## config.mk

```make
export PLATFORM = sky130hd
export DESIGN_NAME = hexmsg_formatter
export DESIGN_NICKNAME = d
export VERILOG_FILES = /design/src/rtl/hexfmt_pkg.sv /design/src/rtl/fmt_capture.sv /design/src/rtl/fmt_stepper.sv /design/src/rtl/fmt_charsel.sv /design/src/rtl/hexmsg_formatter.sv
export SDC_FILE = /design/constraint.sdc
export NUM_CORES = 1
export LEC_CHECK = 0
export ABC_AREA = 1
export BUFFER_PORTS_ARGS = -buffer_cell sky130_fd_sc_hd__buf_2
export CAP_MARGIN = 20
export CORE_UTILIZATION = 47
export DETAILED_ROUTE_END_ITERATION = 6
export HOLD_SLACK_MARGIN = 0.1
export MAX_ROUTING_LAYER = met4
export PLACE_DENSITY = 0.74
export SYNTH_ARGS = -nofsm -noshare
export SYNTH_HDL_FRONTEND = slang
export SYNTH_SLANG_ARGS = --single-unit
```

## constraint.sdc

```tcl
create_clock -name clk -period 14.1 [get_ports clk]
set_clock_uncertainty 0.2 [all_clocks]
set_input_delay 2.82 -clock clk [delete_from_list [all_inputs] [get_ports clk]]
set_output_delay 2.82 -clock clk [all_outputs]
set_load 0.02 [all_outputs]
```

## src/rtl/hexfmt_pkg.sv

```systemverilog
package hexfmt_pkg;
  localparam int ROUND_W = 16;
  localparam int FAULT_W = 32;
  localparam int PAT_W   = 16;
  localparam int BURST_W = 12;
  localparam int ADDR_W  = 24;
  localparam int MASK_W  = 4;
  localparam int DATA_W  = 16;

  localparam int RD = ROUND_W / 4;
  localparam int FD = FAULT_W / 4;
  localparam int PD = PAT_W / 4;
  localparam int BD = BURST_W / 4;
  localparam int AD = ADDR_W / 4;
  localparam int MD = MASK_W / 4;
  localparam int DD = DATA_W / 4;

  localparam int ERR_NIB   = 1 + AD + MD + 2 * DD;
  localparam int ROUND_NIB = RD + FD;
  localparam int PAY_NIB   = (ERR_NIB > ROUND_NIB) ? ERR_NIB : ROUND_NIB;
  localparam int PAY_W     = 4 * PAY_NIB;

  localparam int LEN_BANNER = 8;
  localparam int LEN_ROUND  = 4 + RD + 3 + FD;
  localparam int LEN_PAT    = 4 + PD;
  localparam int LEN_BURST  = 3 + BD;
  localparam int LEN_FAULT  = 3 + FD;
  localparam int LEN_ERR    = 4 + ERR_NIB + 4;
  localparam int MAX_LEN    = (LEN_ERR > LEN_ROUND) ? LEN_ERR : LEN_ROUND;
  localparam int IDX_W      = $clog2(MAX_LEN + 1);

  localparam logic [63:0] BANNER_TXT = 64'h52414D2054657374;

  // error record dash positions, counted after the leading "\r\nE="
  localparam int DASH1 = 1;
  localparam int DASH2 = DASH1 + AD + 1;
  localparam int DASH3 = DASH2 + MD + 1;
  localparam int DASH4 = DASH3 + DD + 1;

  typedef enum logic [2:0] {
    K_ROUND  = 3'd0,
    K_PAT    = 3'd1,
    K_BURST  = 3'd2,
    K_FAULT  = 3'd3,
    K_ERR    = 3'd4,
    K_BANNER = 3'd7
  } kind_e;

  typedef logic [PAY_W-1:0] payload_t;

  function automatic logic kind_ok(input logic [2:0] k);
    return k <= 3'd4;
  endfunction

  function automatic logic [7:0] hex_char(input logic [3:0] n);
    return (n < 4'd10) ? (8'h30 + {4'h0, n}) : (8'h57 + {4'h0, n});
  endfunction

  function automatic logic [3:0] nib(input payload_t p, input int n);
    payload_t t;
    t = p >> (4 * n);
    return t[3:0];
  endfunction

  function automatic logic [IDX_W-1:0] msg_len(input kind_e k);
    int n;
    case (k)
      K_ROUND: n = LEN_ROUND;
      K_PAT:   n = LEN_PAT;
      K_BURST: n = LEN_BURST;
      K_FAULT: n = LEN_FAULT;
      K_ERR:   n = LEN_ERR;
      default: n = LEN_BANNER;
    endcase
    return IDX_W'(n);
  endfunction

  function automatic payload_t pack_payload(
      input kind_e k, input logic [ROUND_W-1:0] rnd, input logic [FAULT_W-1:0] flt,
      input logic [PAT_W-1:0] pat, input logic [BURST_W-1:0] bst, input logic elem,
      input logic [ADDR_W-1:0] addr, input logic [MASK_W-1:0] mask,
      input logic [DATA_W-1:0] expd, input logic [DATA_W-1:0] actd);
    payload_t p;
    p = '0;
    case (k)
      K_ROUND: begin
        p[FAULT_W-1:0]          = flt;
        p[FAULT_W +: ROUND_W]   = rnd;
      end
      K_PAT:   p[PAT_W-1:0]   = pat;
      K_BURST: p[BURST_W-1:0] = bst;
      K_FAULT: p[FAULT_W-1:0] = flt;
      K_ERR: begin
        p[DATA_W-1:0]                         = actd;
        p[DATA_W +: DATA_W]                   = expd;
        p[2*DATA_W +: MASK_W]                 = mask;
        p[2*DATA_W+MASK_W +: ADDR_W]          = addr;
        p[2*DATA_W+MASK_W+ADDR_W]             = elem;
      end
      default: p = '0;
    endcase
    return p;
  endfunction

  function automatic logic [7:0] msg_char(input kind_e k, input int idx, input payload_t p);
    int j;
    int dashes;
    logic [7:0] c;
    j = idx - 4;
    c = 8'h3F;
    case (k)
      K_BANNER: c = BANNER_TXT[8*(LEN_BANNER-1-idx) +: 8];
      K_ROUND, K_PAT, K_ERR: begin
        if (idx == 0)      c = 8'h0D;
        else if (idx == 1) c = 8'h0A;
        else if (idx == 2) c = (k == K_ROUND) ? 8'h52 : (k == K_PAT) ? 8'h50 : 8'h45;
        else if (idx == 3) c = 8'h3D;
        else if (k == K_PAT) c = hex_char(nib(p, PD - 1 - j));
        else if (k == K_ROUND) begin
          if (j < RD)            c = hex_char(nib(p, RD + FD - 1 - j));
          else if (j == RD)      c = 8'h20;
          else if (j == RD + 1)  c = 8'h46;
          else if (j == RD + 2)  c = 8'h3D;
          else                   c = hex_char(nib(p, FD - 1 - (j - RD - 3)));
        end else begin
          if (j == DASH1 || j == DASH2 || j == DASH3 || j == DASH4) c = 8'h2D;
          else begin
            dashes = (j > DASH1 ? 1 : 0) + (j > DASH2 ? 1 : 0) +
                     (j > DASH3 ? 1 : 0) + (j > DASH4 ? 1 : 0);
            c = hex_char(nib(p, ERR_NIB - 1 - (j - dashes)));
          end
        end
      end
      K_BURST, K_FAULT: begin
        if (idx == 0)      c = 8'h20;
        else if (idx == 1) c = (k == K_BURST) ? 8'h42 : 8'h46;
        else if (idx == 2) c = 8'h3D;
        else               c = hex_char(nib(p, ((k == K_BURST) ? BD : FD) - 1 - (idx - 3)));
      end
      default: c = 8'h3F;
    endcase
    return c;
  endfunction
endpackage

```

## src/rtl/fmt_capture.sv

```systemverilog
module fmt_capture
  import hexfmt_pkg::*;
(
  input  logic     clk,
  input  logic     rst_n,
  input  logic     load,
  input  logic     busy,
  input  kind_e    kind_in,
  input  payload_t pay_in,
  output kind_e    kind_q,
  output payload_t pay_q
);
  always_ff @(posedge clk) begin
    if (!rst_n) begin
      kind_q <= K_BANNER;
      pay_q  <= '0;
    end else if (load) begin
      kind_q <= kind_in;
      pay_q  <= pay_in;
    end
  end

  // a message in flight keeps its captured event
  p_hold_event_r9: assert property (@(posedge clk) disable iff (!rst_n)
    busy |=> $stable(kind_q) && $stable(pay_q));
endmodule

```

## src/rtl/fmt_stepper.sv

```systemverilog
module fmt_stepper
  import hexfmt_pkg::*;
(
  input  logic             clk,
  input  logic             rst_n,
  input  logic             start,
  input  logic             fire,
  input  logic [IDX_W-1:0] len,
  output logic             busy,
  output logic [IDX_W-1:0] idx,
  output logic             last
);
  assign last = busy && (idx == len - IDX_W'(1));

  always_ff @(posedge clk) begin
    if (!rst_n) begin
      busy <= 1'b1;
      idx  <= '0;
    end else if (start) begin
      busy <= 1'b1;
      idx  <= '0;
    end else if (fire) begin
      if (last) begin
        busy <= 1'b0;
        idx  <= '0;
      end else begin
        idx <= idx + IDX_W'(1);
      end
    end
  end

  p_idx_range_r8: assert property (@(posedge clk) disable iff (!rst_n)
    busy |-> idx < len);
  p_release_r10: assert property (@(posedge clk) disable iff (!rst_n)
    fire && last |=> !busy);
  p_start_r10: assert property (@(posedge clk) disable iff (!rst_n)
    start |=> busy && idx == '0);
endmodule

```

## src/rtl/fmt_charsel.sv

```systemverilog
module fmt_charsel
  import hexfmt_pkg::*;
(
  input  kind_e            kind,
  input  logic [IDX_W-1:0] idx,
  input  payload_t         pay,
  output logic [7:0]       ch
);
  always_comb ch = msg_char(kind, int'(idx), pay);
endmodule

```

## src/rtl/hexmsg_formatter.sv

```systemverilog
module hexmsg_formatter
  import hexfmt_pkg::*;
(
  input  logic               clk,
  input  logic               rst_n,
  input  logic               ev_valid,
  input  logic [2:0]         ev_kind,
  input  logic [ROUND_W-1:0] ev_round,
  input  logic [FAULT_W-1:0] ev_faults,
  input  logic [PAT_W-1:0]   ev_pattern,
  input  logic [BURST_W-1:0] ev_burst,
  input  logic               ev_err_elem,
  input  logic [ADDR_W-1:0]  ev_err_addr,
  input  logic [MASK_W-1:0]  ev_err_mask,
  input  logic [DATA_W-1:0]  ev_err_expect,
  input  logic [DATA_W-1:0]  ev_err_actual,
  output logic               busy,
  output logic [7:0]         tx_data,
  output logic               tx_valid,
  input  logic               tx_ready
);
  logic             accept;
  logic             fire;
  logic             last;
  kind_e            kind_q;
  payload_t         pay_in;
  payload_t         pay_q;
  logic [IDX_W-1:0] len;
  logic [IDX_W-1:0] idx;

  assign accept   = ev_valid && !busy && kind_ok(ev_kind);
  assign fire     = tx_valid && tx_ready;
  assign tx_valid = busy;
  assign len      = msg_len(kind_q);
  assign pay_in   = pack_payload(kind_e'(ev_kind), ev_round, ev_faults, ev_pattern, ev_burst,
                                 ev_err_elem, ev_err_addr, ev_err_mask, ev_err_expect,
                                 ev_err_actual);

  fmt_capture i_capture (
    .clk(clk), .rst_n(rst_n), .load(accept), .busy(busy),
    .kind_in(kind_e'(ev_kind)), .pay_in(pay_in), .kind_q(kind_q), .pay_q(pay_q)
  );

  fmt_stepper i_stepper (
    .clk(clk), .rst_n(rst_n), .start(accept), .fire(fire), .len(len),
    .busy(busy), .idx(idx), .last(last)
  );

  fmt_charsel i_charsel (.kind(kind_q), .idx(idx), .pay(pay_q), .ch(tx_data));

  p_hold_byte_r8: assert property (@(posedge clk) disable iff (!rst_n)
    tx_valid && !tx_ready |=> tx_valid && $stable(tx_data));
  p_legal_char_r7: assert property (@(posedge clk) disable iff (!rst_n)
    tx_valid |-> (tx_data == 8'h0D || tx_data == 8'h0A ||
                  (tx_data >= 8'h20 && tx_data <= 8'h7E)));
  p_idle_drop_r9: assert property (@(posedge clk) disable iff (!rst_n)
    !busy && !accept |=> !busy);
endmodule

```

After elaboration in Yosys (flattened, before gate mapping)
Index checks and enable logic that the tools add are counted.

operators by class
  add/sub/neg operators = 27
  magnitude comparators = 11
  eq/ne operators = 20
  shifts and indexed selects = 6
  multiplexer cells = 35
  bitwise logic cells = 1
  reduce and logical (&&, ||, !) cells = 16

operators by type and width
  kind                      number
  $shr 61x32->4             5
  $mux 8                    20
  $add 30x30->30            3
  $pmux 16 s2               2
  $shiftx 64x32->8 const A  1
  $pmux 12 s4               1
  $add 7x4->8 const A       5
  $add 6x4->7 const A       5
  $sub 30x2->30 const B     1
  $sub 30x3->30 const B     1
  $sub 30x30->30            1
  $sub 4x30->30 const A     1
  $sub 5x30->30 const A     1
  $sub 6x30->30             1
  $pmux 8 s3                1
  $lt 4x4->1 const B        5
  $pmux 5 s4                1
  $eq 6x4->1 const B        3
  $eq 6x5->1 const B        3
  $gt 6x5->1 const B        3
  $mux 13                   1
  $eq 3x2->1 const B        4
  $pmux 4 s3                1
  $eq 5x3->1 const B        2
  29 further kinds          44

storage, ports and cells
  register bits = 70
  input bits = 144
  output and inout port bits = 10
  logic and storage cells = 120

Depth between registers and ports, before layout
  depth after elaboration = 19
  depth in mapped cells = 40
  gate-level depth less buffers = 37

Cells and area by module
A second synthesis with hierarchy kept.

unflattened totals
  cell total of the unflattened synthesis = 1756
  area total of the unflattened synthesis = 9117.5 um^2

modules (own cells, without submodules)
  module            instances  cells each  area an instance (um^2)  seq. area each (um^2)
  fmt_charsel       1          978         4749.6                   0.0
  fmt_capture       1          419         2732.6                   1341.3
  hexmsg_formatter  1          274         1163.6                   0.0
  fmt_stepper       1          85          471.7                    120.1

Worst setup path before layout
Ideal clock, no wire load.

  kind = register -> output
  from = reg i_stepper.idx[2]
  to = out tx_data[0]
  arrival time = 5663 ps
  data required time = 11080 ps
  slack = 5417 ps
  cell stages (with the launch flop) = 38
  buffers on the path = 3
  path through = dfxtp_1 buf_6 inv_2 buf_2 ha_1 inv_1 nand2_1 nand2_4 inv_1 ha_1 buf_2 nand2_1 a21oi_1 or2_2 a21oi_1 fa_1 inv_1 fa_1 (+2 left out) inv_1 o21ai_0 inv_1 ha_1 nand4_1 nor2_1 nand4_1 nor2_1 nand2_1 nand3_1 nand3_1 a31oi_1 nand2_1 nand2_1 nand2_1 nand2_1 nand2_1 nand2_1

on the way
  longest elaborated chain between the ends = 19
  elaborated cells on any way between the ends = 78
  classes of those cells = add/sub: 24; order compare: 10; eq/ne: 10; shift: 6; mux: 24; reduce/logical: 4

ends and longest elaborated chain
  item                                             line                    text
  start, declared                                  fmt_stepper.sv:10       output logic [IDX_W-1:0] idx,
  start signal, assigned                           fmt_stepper.sv:27       idx <= idx + IDX_W'(1);
  $sub 5x3->6                                      hexfmt_pkg.sv:109       j = idx - 4;
  $gt 6x2->1 / $gt 6x5->1 (equally long branches)  hexfmt_pkg.sv:128       dashes = (j > DASH1 ? 1 : 0) + (j > DASH2 ? 1 : 0) +
  $mux 1                                           hexfmt_pkg.sv:128
  $add 30x30->30 (2 in series)                     hexfmt_pkg.sv:128
  $add 30x30->30                                   hexfmt_pkg.sv:129       (j > DASH3 ? 1 : 0) + (j > DASH4 ? 1 : 0);
  $sub 6x30->30                                    hexfmt_pkg.sv:130       c = hex_char(nib(p, ERR_NIB - 1 - (j - dashes)));
  $sub 5x30->30                                    hexfmt_pkg.sv:130
  $shr 61x32->4                                    hexfmt_pkg.sv:61        t = p >> (4 * n);
  (+2 left out)                                    -
  $mux 8                                           hexfmt_pkg.sv:126       if (j == DASH1 || j == DASH2 || j == DASH3 || j == DASH4) c = 8'h2D;
  $mux 8                                           hexfmt_pkg.sv:119       else if (k == K_ROUND) begin
  $mux 8                                           hexfmt_pkg.sv:118       else if (k == K_PAT) c = hex_char(nib(p, PD - 1 - j));
  $mux 8                                           hexfmt_pkg.sv:117       else if (idx == 3) c = 8'h3D;
  $mux 8                                           hexfmt_pkg.sv:116       else if (idx == 2) c = (k == K_ROUND) ? 8'h52 : (k == K_PAT) ? 8'h50 : 8'h45;
  $mux 8                                           hexfmt_pkg.sv:115       else if (idx == 1) c = 8'h0A;
  $mux 8                                           hexfmt_pkg.sv:114       if (idx == 0) c = 8'h0D;
  $pmux 8 s3 *                                     hexfmt_pkg.sv:111       case (k)
  end, declared                                    hexmsg_formatter.sv:18  output logic [7:0] tx_data,

Mark *: on every way between the ends. The rest lies on a longest branch, timed or not.

Final worst setup path
  from = reg i_stepper.idx[3]
  to = out tx_data[0]

The elaborated chain is that of the path after synthesis.

==> flow_metrics.tcl <==
set metrics [dict create \
    port_buffers 152 \
    critical_path_class "register to output pin" \
    p_comb_share_pct 44.6 \
    cts_resized 0 \
    final_max_slew_viol_count 0 \
    clockRootBuffer "clkbuf_16" \
    cp-end-kind "output pin" \
    hold_violations 0 \
    tns_ns 0 \
    ys_types 54 \
    clk_pin_slew_ns 0.06 \
    viasPerCell 5.96 \
    grt_util_all_layers_pct 33.9 \
    p_leak_uw 0.00428 \
    cts_tree "done" \
    seq_power_share_pct 24.6 \
    seq_area_frac_synth_pct 16.9 \
    gp_congestion 1.02 \
    worstHoldPathCells 2 \
    reg2reg_setup_slack_ns 10.95 \
    dr_total_vias 10194 \
    finalCriticalPeriod_ns 10.18 \
    initial_utilization_pct 48.1 \
    die_h_um 135 \
    setup_viol 0 \
    critPathBufInv 5 \
    synth-edff-count 0 \
    cap_violations 0 \
    synth_top_area_share_pct 16.9 \
    final_nets 1675 \
    grt_busiest_layer "met2" \
    critPathRequiredTime_ns 11.08 \
    relSlewSlack_pct 23.2 \
    overflow 0 \
    worstReg2RegStart "i_stepper.idx[1]" \
    grt_max_degree 72 \
    hp-start "i_stepper.busy" \
    grt_antenna_before_repair 0 \
    gr-usage-met1_pct 42.2 \
    r2r.worst_path.cells 4 \
    grt_pass1_wl_mm 46.8 \
    syn-mean-instance-area_um2 5.99 \
    die_x_um 135 \
    rows 48 \
    n_antenna_cell 0 \
    whs_endpoint "i_stepper.busy" \
    grt_setup_unrepaired "no" \
    final_antenna_net_count 0 \
    layout_worst_path_cycle_share_pct 72.2 \
    syn-instance-count 1383 \
    ios 154 \
    drc 0 \
    switching_share_pct 42.3 \
    path_delay_family "adder cells" \
    p_int_uw 473 \
    ys_warn_count 0 \
    syn-cell-area_mm2 0.00829 \
    cts_setup_buffers 0 \
    drt_iter0_drc 986 \
    drive_above_1_share_pct 15.5 \
    area_growth_syn_to_layout_pct 14.0 \
    cts_hold_buf 0 \
    crit_fanout 18 \
    p_switching_uw 347 \
    wire_per_inst_um 17.5 \
    yosys.area.top_type "dfxtp_1" \
    path_common_cell "nand2_1" \
    met2_usage_pct 55.4 \
    dr.pass1.iters 6 \
    clock.fmax_mhz 98.2 \
    clk_latency_ns 0.34 \
    synthFlopType "dfxtp_1" \
    layout_common_cells "242 x nand2_1, 177 x nand3_1, 163 x inv_1, 162 x a21oi_1, 152 x buf_2" \
    crit_path_top_delay_cell "fa_1" \
    startpoint_type "register" \
    hp-class "register to register" \
    core_mm2 0.0172 \
    synthTopCellsByArea "dfxtp_1 17%, nand2_1 11%, nand3_1 11%" \
    critPathLaunch "i_stepper.idx[3]" \
    dp_hpwl_mm 23.0 \
    crit_arrival_ns 7.16 \
    peakVddDrop_mv 0.0564 \
    drt-total-wl_mm 29.9 \
    numCtsBuffers 9 \
    grt_pass1_vias 9017 \
    final_common_cell "nand2_1" \
    fp.dieArea_mm2 0.0182 \
    synthArstFlopShare_pct 0 \
    reg2reg_to "i_stepper.idx[1]" \
    status "complete, no violations" \
    fin_util_pct 54.8 \
    max_stage_delay_ns 1.00 \
    ys_ff_latch 70 \
    power_density_mw_per_mm2 86.7 \
    clockBufferDepth 2 \
    p_clk_share_pct 30.8 \
    grt_use_met3_pct 3.00 \
    htree_num_levels 3 \
    tightest_slew_ns 1.15 \
    cts.sinks 70 \
    syn_nets 1577 \
]
## cells by family after synthesis
| kind of cell | count (synthesis) | synth area share, % |
|---|---|---|
| and+or+nand+nor | 565 | 31.1 |
| xor gates and xnor gates | 15 | 1.90 |
| other | 1 | 0.0452 |
| adders and majority gates | 50 | 8.00 |
| buffers and inverters | 253 | 12.0 |
| DFF | 70 | 16.9 |
| AOI/OAI and AO/OA | 429 | 30.1 |
## power groups by stage
stage	Clock, uW	Combinational, uW	Sequential, uW
6_report	253	365	202
5_1_grt	263	398	202
4_1_cts	255	357	202
3_5_place_dp	0	355	206
3_3_place_gp	0	352	206
2_1_floorplan	0	253	204
## worst register-to-register path, delay by kind of cell, from the launching register on
family,cells,cell delay (ns)
flops,1,1.08
buf+inv,1,0.50
fa+ha+maj,1,0.95
simple gates,1,0.11
compound gates,1,0.22
## worst max-delay path by stage
stage / end / cells after the start
5_1_grt: tx_data[1] / 33
3_3_place_gp: tx_data[0] / 29
2_1_floorplan: tx_data[0] / 37
6_report: tx_data[0] / 29
4_1_cts: tx_data[0] / 29
3_5_place_dp: tx_data[0] / 29
## state kept, by name (all words and copies together), names as in the netlist
| signal | count |
|---|---|
| i_capture.kind_q | 3 |
| i_capture.pay_q | 61 |
| i_stepper.busy | 1 |
| i_stepper.idx | 5 |
## routing by layer
layer / part of all wire (%) / wire (um)
met5: 0 / 0
met4: 4.3 / 1280
met3: 7.2 / 2160
met2: 47 / 14100
met1: 41 / 12400
## synth_stat cells (5+ instances only)
cell,number
buf_1,6
a32o_1,13
a32oi_1,17
nand3_1,177
nor4_1,5
o311ai_0,6
nand2_2,13
a211oi_1,5
o21ai_0,141
a31oi_1,24
nor2_1,74
o22ai_1,16
ha_1,45
inv_1,163
nor3_1,10
nand4_1,18
xor2_1,11
nor2_2,6
nand2_4,6
a21oi_1,163
o21ai_1,5
buf_2,17
nand2_1,242
dfxtp_1,70
o211ai_1,6
o2111ai_1,8
clkbuf_1,51
inv_2,7
a221oi_1,11
fa_1,5
## per-stage QoR
stage | cell area, um^2 | hold WS, ns | power [uW] | cells | worst slack, ns
final | 9450 | 0.292 | 820 | 1711 | 3.92
after detailed placement | 9100 | 0.289 | 561 | 1693 | 4.38
after floorplan | 8290 | 0.281 | 457 | 1383 | 5.42
after global routing | 9450 | 0.357 | 863 | 1711 | 3.37
after CTS | 9420 | 0.297 | 814 | 1709 | 3.99
after global placement | 9100 | 0.280 | 558 | 1693 | 4.53
## cell type report
cell class / count / area (um^2)
multi-input cells: 1060 / 5910
well taps: 225 / 282
fillers: 1797 / 7780
repair buffers: 166 / 878
clock buffers: 9 / 225
clock inverters: 7 / 103
flip-flops and latches: 70 / 1400
inverters: 174 / 656
Power figures use the tool's default switching activity.
